## src/rtl/seqtc_pkg.sv

```systemverilog
package seqtc_pkg;

  typedef enum logic [2:0] {
    OP_NONE  = 3'd0,
    OP_WAIT  = 3'd1,
    OP_DELAY = 3'd2,
    OP_SRT   = 3'd3,
    OP_TIM   = 3'd4,
    OP_CALL  = 3'd5,
    OP_RET   = 3'd6,
    OP_RSVD  = 3'd7
  } seq_op_e;

  typedef enum logic [1:0] {
    M_IDLE  = 2'd0,
    M_WAIT  = 2'd1,
    M_DELAY = 2'd2,
    M_TIM   = 2'd3
  } hold_mode_e;

  // Mask keeping the low w bits of a 32-bit value.
  function automatic logic [31:0] width_mask(input int unsigned w);
    if (w >= 32) return '1;
    return (32'd1 << w) - 32'd1;
  endfunction

  // True when (now - mark) modulo 2^w is at least span modulo 2^w.
  function automatic logic span_reached(input logic [31:0] now,
                                        input logic [31:0] mark,
                                        input logic [31:0] span,
                                        input int unsigned w);
    logic [31:0] m;
    m = width_mask(w);
    return (((now - mark) & m) >= (span & m));
  endfunction

  // Wait length: 0 and 1 both mean one tick.
  function automatic logic [31:0] wait_len(input logic [31:0] n,
                                           input int unsigned w);
    logic [31:0] v;
    v = n & width_mask(w);
    return (v <= 32'd1) ? 32'd1 : v;
  endfunction

endpackage

```

## src/rtl/seqtc_timebase.sv

```systemverilog
module seqtc_timebase #(
  parameter int unsigned TICK_CYCLES   = 10_000_000,
  parameter int unsigned TICKS_PER_SEC = 20,
  parameter int unsigned TICK_W        = 16,
  parameter int unsigned SEC_W         = 32
) (
  input  logic              clk,
  input  logic              rst_n,
  output logic [TICK_W-1:0] tick_o,
  output logic [SEC_W-1:0]  sec_o
);
  localparam int unsigned PW = $clog2(TICK_CYCLES);
  localparam int unsigned SW = $clog2(TICKS_PER_SEC);

  logic [PW-1:0] pre_q;
  logic [SW-1:0] sub_q;
  logic          tick_evt;
  logic          sec_evt;

  assign tick_evt = (pre_q == PW'(TICK_CYCLES - 1));
  assign sec_evt  = tick_evt && (sub_q == SW'(TICKS_PER_SEC - 1));

  always_ff @(posedge clk) begin
    if (!rst_n) begin
      pre_q  <= '0;
      sub_q  <= '0;
      tick_o <= '0;
      sec_o  <= '0;
    end else begin
      pre_q <= tick_evt ? '0 : pre_q + PW'(1);
      if (tick_evt) begin
        tick_o <= tick_o + TICK_W'(1);
        sub_q  <= sec_evt ? '0 : sub_q + SW'(1);
      end
      if (sec_evt) sec_o <= sec_o + SEC_W'(1);
    end
  end

  // the tick count only ever steps by one
  a_r1_tick_step: assert property (@(posedge clk) disable iff (!rst_n)
    (tick_o != $past(tick_o)) |-> (tick_o == $past(tick_o) + TICK_W'(1)));

  // the second count moves only together with a tick
  a_r2_sec_with_tick: assert property (@(posedge clk) disable iff (!rst_n)
    (sec_o != $past(sec_o)) |-> ((tick_o != $past(tick_o)) &&
                                 (sec_o == $past(sec_o) + SEC_W'(1))));
endmodule

```

## src/rtl/seqtc_lifo.sv

```systemverilog
module seqtc_lifo #(
  parameter int unsigned DEPTH = 10,
  parameter int unsigned W     = 32
) (
  input  logic         clk,
  input  logic         rst_n,
  input  logic         push,
  input  logic         pop,
  input  logic [W-1:0] din,
  output logic [W-1:0] top,
  output logic         full,
  output logic         empty
);
  localparam int unsigned CW = $clog2(DEPTH + 1);

  logic [CW-1:0] cnt_q;
  logic [CW-1:0] top_idx;
  logic          do_push;
  logic          do_pop;
  logic [W-1:0]  slot_q [DEPTH];

  assign full    = (cnt_q == CW'(DEPTH));
  assign empty   = (cnt_q == '0);
  assign do_push = push && !full;
  assign do_pop  = pop && !empty && !push;
  assign top_idx = cnt_q - CW'(1);

  for (genvar g = 0; g < DEPTH; g++) begin : g_slot
    logic [W-1:0] data_q;
    always_ff @(posedge clk) begin
      if (do_push && cnt_q == CW'(g)) data_q <= din;
    end
    assign slot_q[g] = data_q;
  end

  always_comb begin
    top = '0;
    for (int i = 0; i < DEPTH; i++) begin
      if (!empty && top_idx == CW'(i)) top = slot_q[i];
    end
  end

  always_ff @(posedge clk) begin
    if (!rst_n)       cnt_q <= '0;
    else if (do_push) cnt_q <= cnt_q + CW'(1);
    else if (do_pop)  cnt_q <= cnt_q - CW'(1);
  end

  // a push onto a full stack changes nothing
  a_r11_full_keeps: assert property (@(posedge clk) disable iff (!rst_n)
    (push && full) |=> (full && $stable(top)));

  // a pop from an empty stack leaves it empty
  a_r12_empty_keeps: assert property (@(posedge clk) disable iff (!rst_n)
    (pop && !push && empty) |=> empty);
endmodule

```

## src/rtl/seqtc_ctl.sv

```systemverilog
module seqtc_ctl
  import seqtc_pkg::*;
#(
  parameter int unsigned TICK_CYCLES   = 10_000_000,
  parameter int unsigned TICKS_PER_SEC = 20,
  parameter int unsigned TICK_W        = 16,
  parameter int unsigned SEC_W         = 32,
  parameter int unsigned ADDR_W        = 16,
  parameter int unsigned STACK_DEPTH   = 10
) (
  input  logic              clk,
  input  logic              rst_n,
  input  logic              cmd_valid,
  input  logic [2:0]        cmd_op,
  input  logic [31:0]       cmd_arg,
  input  logic [ADDR_W-1:0] cmd_ret_addr,
  output logic              busy,
  output logic              adv,
  output logic              ret_valid,
  output logic [ADDR_W-1:0] ret_addr,
  output logic              stk_err,
  output logic [TICK_W-1:0] tick_now,
  output logic [SEC_W-1:0]  sec_now
);
  localparam int unsigned ENT_W = ADDR_W + TICK_W;

  hold_mode_e        mode_q;
  logic [TICK_W-1:0] start_q;
  logic [TICK_W-1:0] dref_q;
  logic [SEC_W-1:0]  rsec_q;
  logic [31:0]       span_q;
  logic              adv_q, rv_q, err_q;
  logic [ADDR_W-1:0] raddr_q;

  seq_op_e           op;
  logic              accept;
  logic              late_evt, tim_now_evt;
  logic              wait_met, delay_met, tim_met, hold_done;
  logic              push_req, pop_req, ovf_evt, unf_evt;
  logic [ENT_W-1:0]  stk_top;
  logic              stk_full, stk_empty;

  seqtc_timebase #(
    .TICK_CYCLES  (TICK_CYCLES),
    .TICKS_PER_SEC(TICKS_PER_SEC),
    .TICK_W       (TICK_W),
    .SEC_W        (SEC_W)
  ) u_timebase (
    .clk   (clk),
    .rst_n (rst_n),
    .tick_o(tick_now),
    .sec_o (sec_now)
  );

  assign op     = seq_op_e'(cmd_op);
  assign accept = cmd_valid && (mode_q == M_IDLE);

  // Named events for the checks below
  assign late_evt    = accept && (op == OP_DELAY) &&
                       span_reached(32'(tick_now), 32'(dref_q), cmd_arg, TICK_W);
  assign tim_now_evt = accept && (op == OP_TIM) &&
                       span_reached(32'(sec_now), 32'(rsec_q), cmd_arg, SEC_W);
  assign wait_met    = span_reached(32'(tick_now), 32'(start_q), span_q, TICK_W);
  assign delay_met   = span_reached(32'(tick_now), 32'(dref_q), span_q, TICK_W);
  assign tim_met     = span_reached(32'(sec_now), 32'(rsec_q), span_q, SEC_W);
  assign hold_done   = ((mode_q == M_WAIT)  && wait_met)  ||
                       ((mode_q == M_DELAY) && delay_met) ||
                       ((mode_q == M_TIM)   && tim_met);

  assign push_req = accept && (op == OP_CALL);
  assign pop_req  = accept && (op == OP_RET);
  assign ovf_evt  = push_req && stk_full;
  assign unf_evt  = pop_req && stk_empty;

  seqtc_lifo #(
    .DEPTH(STACK_DEPTH),
    .W    (ENT_W)
  ) u_lifo (
    .clk  (clk),
    .rst_n(rst_n),
    .push (push_req),
    .pop  (pop_req),
    .din  ({cmd_ret_addr, dref_q}),
    .top  (stk_top),
    .full (stk_full),
    .empty(stk_empty)
  );

  always_ff @(posedge clk) begin
    if (!rst_n) begin
      mode_q  <= M_IDLE;
      start_q <= '0;
      dref_q  <= '0;
      rsec_q  <= '0;
      span_q  <= '0;
      adv_q   <= 1'b0;
      rv_q    <= 1'b0;
      err_q   <= 1'b0;
      raddr_q <= '0;
    end else begin
      adv_q <= 1'b0;
      rv_q  <= 1'b0;
      err_q <= 1'b0;
      if (accept) begin
        case (op)
          OP_WAIT: begin
            start_q <= tick_now;
            span_q  <= wait_len(cmd_arg, TICK_W);
            mode_q  <= M_WAIT;
          end
          OP_DELAY: begin
            if (late_evt) begin
              adv_q  <= 1'b1;
              dref_q <= tick_now;
            end else begin
              span_q <= cmd_arg;
              mode_q <= M_DELAY;
            end
          end
          OP_SRT: begin
            rsec_q <= sec_now;
            adv_q  <= 1'b1;
          end
          OP_TIM: begin
            if (tim_now_evt) begin
              adv_q <= 1'b1;
            end else begin
              span_q <= cmd_arg;
              mode_q <= M_TIM;
            end
          end
          OP_CALL: begin
            if (ovf_evt) err_q <= 1'b1;
            else         adv_q <= 1'b1;
          end
          OP_RET: begin
            if (unf_evt) begin
              err_q <= 1'b1;
            end else begin
              raddr_q <= stk_top[ENT_W-1:TICK_W];
              dref_q  <= stk_top[TICK_W-1:0];
              rv_q    <= 1'b1;
              adv_q   <= 1'b1;
            end
          end
          default: ;
        endcase
      end else if (hold_done) begin
        adv_q  <= 1'b1;
        mode_q <= M_IDLE;
        if (mode_q == M_DELAY) dref_q <= tick_now;
      end
    end
  end

  assign busy      = (mode_q != M_IDLE);
  assign adv       = adv_q;
  assign ret_valid = rv_q;
  assign ret_addr  = raddr_q;
  assign stk_err   = err_q;

  // a pending hold is not left before its condition is met
  a_r3_hold_kept: assert property (@(posedge clk) disable iff (!rst_n)
    (busy && !hold_done) |=> busy);

  // an advance is only signalled with the controller idle
  a_r4_adv_idle: assert property (@(posedge clk) disable iff (!rst_n)
    adv |-> !busy);

  // a late delay never suspends
  a_r6_late_no_hold: assert property (@(posedge clk) disable iff (!rst_n)
    late_evt |=> (adv && !busy));

  // a timed hold already due never suspends
  a_r8_tim_due: assert property (@(posedge clk) disable iff (!rst_n)
    tim_now_evt |=> (adv && !busy));

  // a popped return always advances
  a_r10_ret_adv: assert property (@(posedge clk) disable iff (!rst_n)
    ret_valid |-> adv);

  // a stack error never advances
  a_r11_err_no_adv: assert property (@(posedge clk) disable iff (!rst_n)
    stk_err |-> (!adv && !ret_valid));
endmodule

```

## config.mk

```make
export PLATFORM = sky130hd
export DESIGN_NAME = seqtc_ctl
export DESIGN_NICKNAME = d
export VERILOG_FILES = /design/src/rtl/seqtc_pkg.sv /design/src/rtl/seqtc_timebase.sv /design/src/rtl/seqtc_lifo.sv /design/src/rtl/seqtc_ctl.sv
export SDC_FILE = /design/constraint.sdc
export NUM_CORES = 1
export LEC_CHECK = 0
export BUFFER_PORTS_ARGS = -buffer_cell sky130_fd_sc_hd__buf_2
export CAP_MARGIN = 25
export CORE_ASPECT_RATIO = 1.2
export CORE_MARGIN = 2
export CORE_UTILIZATION = 40
export CTS_CLUSTER_DIAMETER = 120
export DETAILED_ROUTE_END_ITERATION = 10
export GPL_TIMING_DRIVEN = 0
export MAX_ROUTING_LAYER = met4
export PLACE_DENSITY_LB_ADDON = 0.2
export SETUP_SLACK_MARGIN = 0.1
export SYNTH_ARGS = -nofsm -noshare
export SYNTH_HDL_FRONTEND = slang
export SYNTH_SLANG_ARGS = --single-unit
```

## constraint.sdc

```tcl
create_clock -name clk -period 6.35 [get_ports clk]
set_clock_uncertainty 0.15 [all_clocks]
set_input_delay 0.9525 -clock clk [delete_from_list [all_inputs] [get_ports clk]]
set_output_delay 0.9525 -clock clk [all_outputs]
set_load 0.05 [all_outputs]
```

---- Word-level counts from Yosys, hierarchy flattened ----
Cells that the tools add are included.
Widths: inputs -> output; s select.
word-level totals
  register bits ........................... 518
  output and inout bits ................... 68
  logic and storage cells ................. 175
operators by class
  $add $sub $neg .......................... 9
  order comparisons ....................... 6
  equality and inequality tests ........... 38
  multiplexer cells ....................... 38
  bitwise logic cells ..................... 2
  reduce and logical (&&, ||, !) cells .... 58
operators by type and width
  operator               number
  $mux 32                12
  $mux 16                6
  $pmux 32 s3            1
  $ge 32x32->1           2
  $ge 16x16->1           3
  $logic_and 1x1->1      36
  $add 32x1->32 const B  1
  $eq 4x3->1 const B     8
  $pmux 16 s2            1
  $sub 16x16->16         2
  $sub 32x32->32         1
  $add 24x1->24 const B  1
  $eq 24x24->1 const B   1
  $eq 4x4->1 const B     5
  $add 16x1->16 const B  1
  $eq 4x2->1 const B     4
  $le 16x1->1 const B    1
  $ne 3x3->1 const B     4
  $eq 3x3->1 const B     3
  $eq 4x1->1 const B     2
  $logic_not 4->1        2
  $mux 1                 8
  $mux 2                 4
  $mux 4                 2
  26 further kinds       40

---- Logic depth before layout (Yosys ltp) ----
  depth in word-level cells ............... 16
  gate-level depth with buffers ........... 23

---- Modules after synthesis ----
Synthesis repeated with hierarchy kept, for this count alone.
unflattened totals
  cells, all modules ...................... 2728
  area, all modules ....................... 27579.0 sq um
by module, submodules not included
  module          times used  cells an instance  area an instance (sq um)  sequential area each (sq um)
  seqtc_lifo      1           960                13645.6                   9689.3
  seqtc_ctl       1           1332               10299.9                   2342.2
  seqtc_timebase  1           436                3633.5                    1541.5

---- Least setup slack after synthesis ----
Ideal clock, no wire load.
  path type ............................... register -> register
  start ................................... register u_timebase.sec_o[0]
  end ..................................... register span_q[10]
  data arrival time ....................... 4.443 ns
  data required time ...................... 6.128 ns
  slack ................................... 1.686 ns
  stages on the path, launching flop included .. 22
  path buffers ............................ 2
  cells stage by stage .................... dfxtp_1 inv_1 ha_1 inv_1 fa_1 a21o_1 a221o_1 o211ai_1 a21boi_0 o21a_1 o31ai_1 o211ai_1 ha_1 a21o_1 a21o_1 a21oi_1 nand3_1 o21ai_0 a31o_2 buf_2 buf_2 mux2i_1
between the ends
  cells in the longest elaborated chain, start to end .. 5
RTL lines
  what                        line                  RTL
  from (decl)                 seqtc_timebase.sv:10  output logic [SEC_W-1:0] sec_o
  from (signal assigned)      seqtc_timebase.sv:35  if (sec_evt) sec_o <= sec_o + SEC_W'(1);
  $sub 32x32->32              seqtc_pkg.sv:34       return (((now - mark) & m) >= (span & m));
  $ge 32x32->1                seqtc_pkg.sv:34
  $logic_and 1x1->1           seqtc_ctl.sv:61       assign tim_now_evt = accept && (op == OP_TIM) &&
  $ne 2x2->1 (no line)        n/a
  $reduce_and 4->1 (no line)  n/a
  to (signal assigned)        seqtc_ctl.sv:108      span_q <= wait_len(cmd_arg, TICK_W);
  to (signal assigned)        seqtc_ctl.sv:116      span_q <= cmd_arg;
  to (signal assigned)        seqtc_ctl.sv:128      span_q <= cmd_arg;
  to (decl)                   seqtc_ctl.sv:31       logic [31:0] span_q;
Every way passes these cells.
A chain may end at the register's enable or synchronous reset.

---- Final worst setup path ----
  start ................................... register u_timebase.sec_o[0]
  end ..................................... register span_q[19]
Same word-level chain as after synthesis.

==> summary.md <==
| Metric | Value |
|---|---|
| Status | `finished clean` |
| Area delta synth->final | `14.58%` |
| CTS Buf Count | `55` |
| Yosys top cell by area | `edfxtp_1` |
| Top-count cell post-synth | `edfxtp_1` |
| Core Area | `65,470 um2` |
| Root Buffer | `clkbuf_16` |
| Flop pwr share | `46.4%` |
| Fillers | `6,137` |
| Chip height | `285.3 um` |
| Final Wtd Congestion | `0.9374` |
| Post-CTS setup buffers | `0` |
| Sequential area share after synthesis | `51.46%` |
| Layout cells sized above 1 | `10.95%` |
| Fmax | `176.9 MHz` |
| Overflow after GRT | `0` |
| Ys async rst share | `0%` |
| Post-synthesis cell count | `2,505` |
| Static Leak | `11.34 nW` |
| Drt first pass iters | `5` |
| Met1 global-route usage | `26.98%` |
| Dominant synthesized flop cell | `edfxtp_1` |
| Worst Path Arrival | `6.02 ns` |
| Mapped Area | `26,380 um2` |
| DRC Markers | `0` |
| Global-route wire length before repair | `121,000 um` |
| Initial antenna violation count | `2` |
| Largest net degree at the start of global routing | `29` |
| Unique masters post-synth | `83` |
| I/O pin count | `122` |
| TritonCTS Sinks | `518` |
| Final Hold Viols | `0` |
| Fin area | `30,220 um2` |
| Routed len/inst | `22.18 um` |
| PortBufs | `120` |
| Top cells by area, synth | `edfxtp_1 (36%), dfxtp_1 (15%), ha_1 (8.7%)` |
| Max VDD drop | `0.0002233 V` |
| Routed WL | `79,460 um` |
| Top-area cell type share of the netlist area | `36.43%` |
| Vias per cell | `5.628` |
| Clock slew at reported path FFs | `0.06 ns` |
| Final setup TNS | `0 ns` |
| Final min period | `5.652 ns` |
| Most used cell, CP | `a21o_1` |
| GRT Overall Usage | `23.98%` |
| Worst-skew pair later-pin latency | `0.63 ns` |
| CP Capture Type | `flop` |
| Post-CTS Resized | `0` |
| Crit Path Max Fanout | `10` |
| Vias in the first global route | `20,360` |
| Kind of critical path | `reg -> reg` |
| Half-perimeter wire length after placement | `59,310 um` |
| Slowest stage delay, CP | `0.44 ns` |
| Clock Path Buffers | `3` |
| Crit start category | `flop` |
| Critical path cell sequence | `inv_1 -> ha_1 -> inv_1 -> fa_1 -> a21o_1 -> a221o_1 -> o211ai_1 -> a21o_1 -> a31oi_1 -> a21oi_1 -> o21ai_0 -> a21boi_0 -> ha_1 -> a21o_1 -> a21oi_1 -> nand3_1 -> o21ai_0 -> a31o_2 -> buf_2 -> buf_2 -> mux2i_1` |
| M2 GR Usage | `42.86%` |
| Most used routing layer | `met2` |
| NetSw | `0.002024 W` |
| Int Pwr | `0.006038 W` |
| Die Area | `68,020 um2` |
| Max Cap Viol | `0` |
| Cell Area, Placed | `28,260 um2` |
| Worst slew pin tran | `0.9631 ns` |
| H-tree levels | `2` |
| CTS Hold Bufs | `0` |
| Die Width | `238.4 um` |
| Post-synthesis sequential element count | `518` |
| Worst hold-check path type | `reg -> reg` |
| Mapped Nets | `2,745` |
| Slowest-stage cell, CP | `a21boi_0` |
| Vias | `20,160` |
| Final #Nets | `2,933` |
| CP required | `6.72 ns` |
| RSZ-0062 raised after global routing | `no` |
| Met3 usage | `3.320%` |
| Power Density | `266.8 nW/um2` |
| Synthesized area per cell | `10.53 um2` |
| # rows | `103` |
| Starting Density | `40.29%` |
| CTS tree | `done` |
| Clock Power Share | `42.1%` |
| Post-synth top cells | `edfxtp_1 (320), nand2_1 (287), dfxtp_1 (198), ha_1 (183), inv_1 (159)` |
| Final setup vio count | `0` |
| Switching Share | `25.11%` |
| DR iter-0 viols | `1,353` |
| Final max-slew violation count | `0` |
| Post-synth EDFFs | `320` |
| Antenna viol nets, final | `0` |
| YS warnings | `0` |
| Relative slew margins | `35.65%` |
| Final Cycle Share | `89.00%` |
| Gate power share | `11.5%` |
[metrics by stage]
stage | hold slack [ns] | setup WS (ns) | total power [W] | std cells | utilization [%]
detailed placement | 0.2993 | 0.7012 | 0.004731 | 3475 | 43.17
global route | 0.3277 | 0.3026 | 0.008364 | 3580 | 46.15
finish | 0.3086 | 0.6984 | 0.008062 | 3582 | 46.16
CTS | 0.3081 | 0.6093 | 0.008112 | 3578 | 46.13
global placement | 0.2945 | 0.7924 | 0.004693 | 3465 | 42.81
floorplan | 0.2847 | 1.686 | 0.004412 | 2505 | -
[critical path, delay by kind of cell, from the launching register on]
| kind | cells | cell delay (ns) |
|---|---|---|
| AOI/OAI and AO/OA | 12 | 2.89 |
| adders and majority gates | 3 | 0.94 |
| buffers and inverters | 4 | 0.82 |
| DFF | 1 | 0.40 |
| muxes | 1 | 0.23 |
| and+or+nand+nor | 1 | 0.11 |
[logic make-up after synthesis]
| kind of cell | share of synthesized area, % |
|---|---|
| AOI/OAI and AO/OA | 17.52 |
| DFF | 51.46 |
| muxes | 1.328 |
| and+or+nand+nor | 13.05 |
| adders and majority gates | 8.909 |
| buffers and inverters | 4.080 |
| xor gates and xnor gates | 3.653 |
[power by group through the flow]
| stage | logic (W) | registers, W | clock network (W) |
|---|---|---|---|
| finish | 0.000927 | 0.00374 | 0.00339 |
| global route | 0.00104 | 0.00375 | 0.00357 |
| CTS | 0.000925 | 0.00374 | 0.00345 |
| detailed placement | 0.000920 | 0.00381 | 0 |
| global placement | 0.000887 | 0.00381 | 0 |
| floorplan | 0.000636 | 0.00378 | 0 |
[area by class of cell]
class | count | area (um2) | share of cell area, %
inverter | 159 | 596.8 | 1.975
sequential | 518 | 13570 | 44.91
timing repair buffer | 131 | 838.3 | 2.774
tap | 840 | 1051 | 3.478
clock buffer | 80 | 1612 | 5.333
multi-input combinational | 1719 | 11740 | 38.84
antenna | 3 | 7.507 | 0.02484
clock inverter | 23 | 324.1 | 1.072
buffer | 109 | 479.2 | 1.586
[layout by cell type, fill, tap and decap left out, types with 56 or more instances in the layout]
master / n
edfxtp_1: 320
nand2_1: 287
dfxtp_1: 198
ha_1: 183
inv_1: 159
buf_2: 143
o21ai_0: 139
a21oi_1: 138
nor2_1: 116
clkbuf_1: 89
xnor2_1: 73
a21boi_0: 65
clkbuf_16: 56
[path summary, 6_finish.rpt]
| kind | start | cells past startpoint | slack, ns | end |
|---|---|---|---|---|
| setup / recovery | u_timebase.sec_o[0]$_SDFFE_PN0P_ | 21 | 0.70 | span_q[19]$_SDFFE_PN0P_ |
| hold / removal | span_q[10]$_SDFFE_PN0P_ | 2 | 0.31 | span_q[10]$_SDFFE_PN0P_ |
| setup reg to reg | u_timebase.sec_o[0]$_SDFFE_PN0P_ | 21 | 0.70 | span_q[19]$_SDFFE_PN0P_ |
| hold reg to reg | span_q[10]$_SDFFE_PN0P_ | 2 | 0.31 | span_q[10]$_SDFFE_PN0P_ |
[state kept, by name (all words and copies together) (netlist names)]
name,flops
dref_q,16
rsec_q,32
mode_q,2
u_lifo.g_slot.data_q,320
ret_valid,1
u_timebase.sec_o,32
u_lifo.cnt_q,4
span_q,32
start_q,16
u_timebase.pre_q,24
stk_err,1
u_timebase.tick_o,16
ret_addr,16
u_timebase.sub_q,5
adv,1
[layer usage]
layer	wire (um)	share of wire [%]	vias up
li1	-	-	9585
met1	31750	40	9896
met2	40930	52	514
met3	3618	4.6	166
met4	3157	4.0	0
met5	0	0	-
(Power assumes the default switching activity.)
